`config.mk`:
```
export PLATFORM = sky130hd
export DESIGN_NAME = dual_mac16
export DESIGN_NICKNAME = d
export VERILOG_FILES = /design/src/rtl/dmac_pkg.sv /design/src/rtl/dmac_rst_sync.sv /design/src/rtl/dmac_prod.sv /design/src/rtl/dmac_sum.sv /design/src/rtl/dual_mac16.sv
export SDC_FILE = /design/constraint.sdc
export NUM_CORES = 2
export LEC_CHECK = 0
export BUFFER_PORTS_ARGS = -buffer_cell sky130_fd_sc_hd__buf_2
export CAP_MARGIN = 5
export CORE_ASPECT_RATIO = 0.75
export CORE_UTILIZATION = 45
export DETAILED_ROUTE_END_ITERATION = 8
export PLACE_DENSITY = 0.69
export SYNTH_ARGS = -nofsm -noshare
export SYNTH_HDL_FRONTEND = slang
export SYNTH_SLANG_ARGS = --single-unit
```
`constraint.sdc`:
```
create_clock -name clk -period 1.5 [get_ports clk]
set_input_delay 0.3 -clock clk [delete_from_list [all_inputs] [get_ports clk]]
set_output_delay 0.3 -clock clk [all_outputs]
set_load 0.1 [all_outputs]
```
`src/rtl/dmac_pkg.sv`:
```
package dmac_pkg;

  typedef struct packed {
    logic acc_en;
    logic swap_b;
    logic sub_sel;
  } dmac_ctrl_t;

endpackage

```
`src/rtl/dmac_rst_sync.sv`:
```
module dmac_rst_sync #(
  parameter int STAGES = 2
) (
  input  logic clk,
  input  logic rst_n,
  output logic rst_sync_n
);

  logic [STAGES-1:0] sync_q;
  logic [STAGES-1:0] sync_d;

  always_comb begin
    sync_d = {sync_q[STAGES-2:0], 1'b1};
  end

  always_ff @(posedge clk or negedge rst_n) begin
    if (!rst_n) sync_q <= '0;
    else        sync_q <= sync_d;
  end

  assign rst_sync_n = sync_q[STAGES-1];

endmodule

```
`src/rtl/dmac_prod.sv`:
```
module dmac_prod #(
  parameter int HALF_W = 16,
  localparam int WORD_W = 2 * HALF_W,
  localparam int PROD_W = 2 * HALF_W
) (
  input  logic [WORD_W-1:0]      opa,
  input  logic [WORD_W-1:0]      opb,
  input  logic                   swap_b,
  output logic [1:0][PROD_W-1:0] prod
);

  logic [WORD_W-1:0] opb_sel;

  always_comb begin
    if (swap_b) opb_sel = {opb[HALF_W-1:0], opb[WORD_W-1:HALF_W]};
    else        opb_sel = opb;
  end

  for (genvar lane = 0; lane < 2; lane++) begin : g_lane
    logic signed [HALF_W-1:0] a_half;
    logic signed [HALF_W-1:0] b_half;
    logic signed [PROD_W-1:0] a_ext;
    logic signed [PROD_W-1:0] b_ext;
    assign a_half = opa[lane*HALF_W +: HALF_W];
    assign b_half = opb_sel[lane*HALF_W +: HALF_W];
    assign a_ext  = PROD_W'(a_half);
    assign b_ext  = PROD_W'(b_half);
    assign prod[lane] = a_ext * b_ext;
  end

endmodule

```
`src/rtl/dmac_sum.sv`:
```
module dmac_sum
  import dmac_pkg::*;
#(
  parameter int DATA_W = 32,
  localparam int PROD_W = DATA_W,
  localparam int WIDE_W = DATA_W + 2,
  localparam int TOP_W  = WIDE_W - DATA_W + 1
) (
  input  logic [1:0][PROD_W-1:0] prod,
  input  logic [DATA_W-1:0]      acc,
  input  dmac_ctrl_t             ctrl,
  output logic [DATA_W-1:0]      sum_out,
  output logic                   ovf
);

  logic signed [WIDE_W-1:0] p_lo;
  logic signed [WIDE_W-1:0] p_hi;
  logic signed [WIDE_W-1:0] acc_wide;
  logic signed [WIDE_W-1:0] pair;
  logic signed [WIDE_W-1:0] total;
  logic [TOP_W-1:0]         top_bits;

  assign p_lo = WIDE_W'($signed(prod[0]));
  assign p_hi = WIDE_W'($signed(prod[1]));

  always_comb begin
    acc_wide = ctrl.acc_en ? WIDE_W'($signed(acc)) : '0;
    pair     = ctrl.sub_sel ? (p_lo - p_hi) : (p_lo + p_hi);
    total    = pair + acc_wide;
    top_bits = total[WIDE_W-1:DATA_W-1];
    ovf      = ~((&top_bits) | ~(|top_bits));
    sum_out  = total[DATA_W-1:0];
  end

  // the difference of two half products always fits the word
  always_comb begin
    if (ctrl.sub_sel && !ctrl.acc_en) begin
      p_sub_noovf_r3: assert (!ovf);
    end
  end

endmodule

```
`src/rtl/dual_mac16.sv`:
```
module dual_mac16
  import dmac_pkg::*;
#(
  parameter int HALF_W = 16,
  localparam int DATA_W = 2 * HALF_W
) (
  input  logic              clk,
  input  logic              rst_n,
  input  logic              valid_in,
  input  logic [DATA_W-1:0] opa,
  input  logic [DATA_W-1:0] opb,
  input  logic [DATA_W-1:0] acc,
  input  logic              acc_en,
  input  logic              swap_b,
  input  logic              sub_sel,
  input  logic              q_in,
  output logic              valid_out,
  output logic [DATA_W-1:0] result,
  output logic              q_out
);

  logic                   rst_sync_n;
  logic [1:0][DATA_W-1:0] prod;
  logic [DATA_W-1:0]      sum_w;
  logic                   ovf_w;
  dmac_ctrl_t             ctrl;

  logic              vld_q, vld_d;
  logic [DATA_W-1:0] res_q, res_d;
  logic              flag_q, flag_d;

  assign ctrl = '{acc_en: acc_en, swap_b: swap_b, sub_sel: sub_sel};

  dmac_rst_sync #(.STAGES(2)) u_rst (
    .clk        (clk),
    .rst_n      (rst_n),
    .rst_sync_n (rst_sync_n)
  );

  dmac_prod #(.HALF_W(HALF_W)) u_prod (
    .opa    (opa),
    .opb    (opb),
    .swap_b (ctrl.swap_b),
    .prod   (prod)
  );

  dmac_sum #(.DATA_W(DATA_W)) u_sum (
    .prod    (prod),
    .acc     (acc),
    .ctrl    (ctrl),
    .sum_out (sum_w),
    .ovf     (ovf_w)
  );

  // next state with explicit enable
  always_comb begin
    vld_d  = valid_in;
    res_d  = res_q;
    flag_d = flag_q;
    if (valid_in) begin
      res_d  = sum_w;
      flag_d = q_in | ovf_w;
    end
  end

  always_ff @(posedge clk or negedge rst_sync_n) begin
    if (!rst_sync_n) begin
      vld_q  <= 1'b0;
      res_q  <= '0;
      flag_q <= 1'b0;
    end else begin
      vld_q  <= vld_d;
      res_q  <= res_d;
      flag_q <= flag_d;
    end
  end

  assign valid_out = vld_q;
  assign result    = res_q;
  assign q_out     = flag_q;

  p_valid_lat_r9: assert property (@(posedge clk) disable iff (!rst_sync_n)
    valid_in |=> valid_out);

  p_hold_r9: assert property (@(posedge clk) disable iff (!rst_sync_n)
    !valid_in |=> ($stable(result) && $stable(q_out) && !valid_out));

  p_sticky_r8: assert property (@(posedge clk) disable iff (!rst_sync_n)
    (valid_in && q_in) |=> q_out);

  p_sub_q_r3: assert property (@(posedge clk) disable iff (!rst_sync_n)
    (valid_in && sub_sel && !acc_en) |=> (q_out == $past(q_in)));

endmodule

```
==> run metrics <==
total gr overflow 0; antenna violations before repair 0; Final Critical Period roughly 9600 ps; Tightest Pin Transition around 650 ps; dpl hpwl approximately 62 mm; Buf/Inv on CP 8; Buffers on Ports between 100 and 150; post-synthesis compound-gate area fraction 0.0910; Worst Setup End Kind register; startpoint types input pin; via density per instance slightly above 5; Core ar. about 0.056 mm²; FF+latch count, synth 36; routed wire length ~74 mm; layout cells sized above 1 0.313; slew margin rel. 0.561; Max Slew Vio Count 0; multi-input combinational cell area approximately 0.024 mm²; outcome finished with violations; max frequency 0.104 GHz; violated checks DRC, setup timing; CP max FO 9; largest net degree at the start of global routing 35; Synth Area in Adders 0.528; pre-CTS setup slack -8680 ps; clock latency on the worst-skew pair about 280 ps; Worst Hold Class reg2async; Final ANT Viol Nets 0; WS Path Type in2reg; RSZ-0062 raised after global routing yes; area share of the largest cell type after synthesis 0.413; clk slew on worst S/H paths 60 ps; CP max-delay cell fa_2; largest family of logic cells by synthesized area adder cells; number of CTS-inserted buffers 5; Placed Cells incl. Taps roughly 4300; CP peak stage delay between 500 and 600 ps; Tcrit/Tclk final 6.43; Syn Area/Cell 8.81 µm²; H-Tree Level Count 2; clock tree root buffer cell clkbuf_16; Die Height 208 µm; fin worst setup slack -8140 ps; fill cell count between 4000 and 5000; Fin. Hold Viols 0; Initial Util 0.455; Simple-Gate Fraction of Synth Area 0.166; synthesized area roughly 0.025 mm²; post-synth cell types 81; number of warnings issued by yosys 0; number of global-route vias before repair 23000; drt drc 2; arrival time at the worst endpoint between 9000 and 10000 ps; clock sinks 36; nets@finish around 4500; GRT Util Overall 0.258; Top delay family on crit path adder cells; TritonCTS clock tree built; Max-cap violations 0; Worst Skew about 5.0 ps; Die Wd 277 µm; number of synthesized flops with an enable pin 0; crit-path most repeated cell fa_1; register area share after synthesis 0.0354; Avg WL per Cell approximately 17 µm; starting DRC count in detailed routing roughly 1600; top cells by area, synth fa_1 (41%), ha_1 (11%), inv_1 (9.0%); Pre-antenna DRT Iters 7; Final Wtd Congestion between 0.9 and 1; antenna cell count 0; Longest Clk Path Bufs 2; Total Die Area about 0.058 mm²; data required time of the worst path between 1500 and 2000 ps; dpl cell area 0.0318 mm²; area grow syn2layout 32.4%; Yosys top cell by area fa_1; register area around 900 µm²; post-synthesis xor/xnor area fraction 0.0522; # IOs between 100 and 150; Mapped Cells approximately 2900; main flop type after synthesis dfrtp_1; Post-synth ARST share 1.00; post-synthesis mux area share 0.0241; Site Rows 75; post-route cell area approximately 0.034 mm²; Final Setup Violations 33; Via Count between 20000 and 25000; first-pass GRT wire length between 100 and 150 mm; syn_nets approximately 3800; final cell count without fillers approximately 4300
## layout by cell type, fill, tap and decap left out, drive strengths merged, types with 25 or more instances in the layout
master,netlist,final
nand2,311,311
nand2b,25,25
o21ai,59,59
and2,144,144
dfrtp,36,36
xnor2,110,110
inv,611,611
or2,30,30
ha,233,233
a21oi,116,116
nor2,94,94
nand3,31,31
a21o,49,49
xor2,39,39
buf,6,777
fa,526,526
mux2,43,44
nor2b,124,124
o21a,31,31
## sequential cells by signal (all words and copies together) (netlist names)
signal	count
valid_out	1
q_out	1
result	32
u_rst.sync_q	2
## layout make-up
type | count | area share
Clock inverter | 2 | 0.00104
Tap cell | 731 | 0.0271
Multi-Input combinational cell | 2159 | 0.703
Timing Repair Buffer | 778 | 0.170
Sequential cell | 36 | 0.0267
Clock buffer | 6 | 0.00382
Inverter | 611 | 0.0681
## layer usage
layer,part of all wire,track usage
met1,0.46,0.381
met2,0.43,0.396
met3,0.085,0.0487
met4,0.020,0.0473
met5,0.000068,0
## path summary, 6_finish.rpt
check                                                from                      to  slack [ps]  cells past startpoint
min in group clk                                 valid_in       q_out$_DFFE_PN0P_         360                      2
max in group asynchronous       u_rst.sync_q[1]$_DFF_PN0_   result[6]$_DFFE_PN0P_         910                      1
worst min-delay path            u_rst.sync_q[1]$_DFF_PN0_     valid_out$_DFF_PN0_         280                      1
worst max register to register     result[23]$_DFFE_PN0P_  result[23]$_DFFE_PN0P_         670                      2
worst max-delay path                               swap_b       q_out$_DFFE_PN0P_       -8140                     43
worst min register to register  u_rst.sync_q[1]$_DFF_PN0_     valid_out$_DFF_PN0_         280                      1
## per-stage QoR
| step | TNS [ps] | utilization | hold slack, ps |
|---|---|---|---|
| CTS | -195660 | 0.592 | 287 |
| global placement | -211270 | 0.569 | 88.0 |
| detailed placement | -212390 | 0.569 | 90.7 |
| floorplan | -187600 | - | 4.41 |
| global route | -206270 | 0.603 | 335 |
| finish | -197520 | 0.603 | 281 |
## synthesized netlist by cell type, drive strengths merged (10+ instances only)
library cell	number
mux2	43
o21ai	59
inv	611
xnor2	110
xor2	39
o21a	31
mux2i	13
nand3	31
a31oi	13
nand2	311
dfrtp	36
clkbuf	81
nand2b	25
and2	144
o21bai	12
a21o	49
and3	15
nor3	21
nor2	94
a211oi	21
ha	233
nor2b	124
nand4	10
fa	526
a21oi	116
or2	30
## cell families after synthesis
| logic type | count (synthesis) |
|---|---|
| AND/OR/NAND/NOR | 834 |
| XOR/XNOR | 150 |
| buffers and inverters | 698 |
| flip-flops | 36 |
| AO/OA/AOI/OAI | 356 |
| other | 1 |
| multiplexers | 56 |
| adder cells (fa/ha/maj) | 759 |
## repair_timing
action / in CTS / in global routing
setup buffers: 34 / 13
cloned: 3 / 1
endpoints found under the hold margin: 2 / 0
hold buffers: 1 / 0
pin swaps: 47 / 44
resized for setup: 144 / 89
setup endpoints to repair: 33 / 33
Power is not shown: default switching activity piles up to over one toggle a cycle in this logic, so the estimate is an artifact.
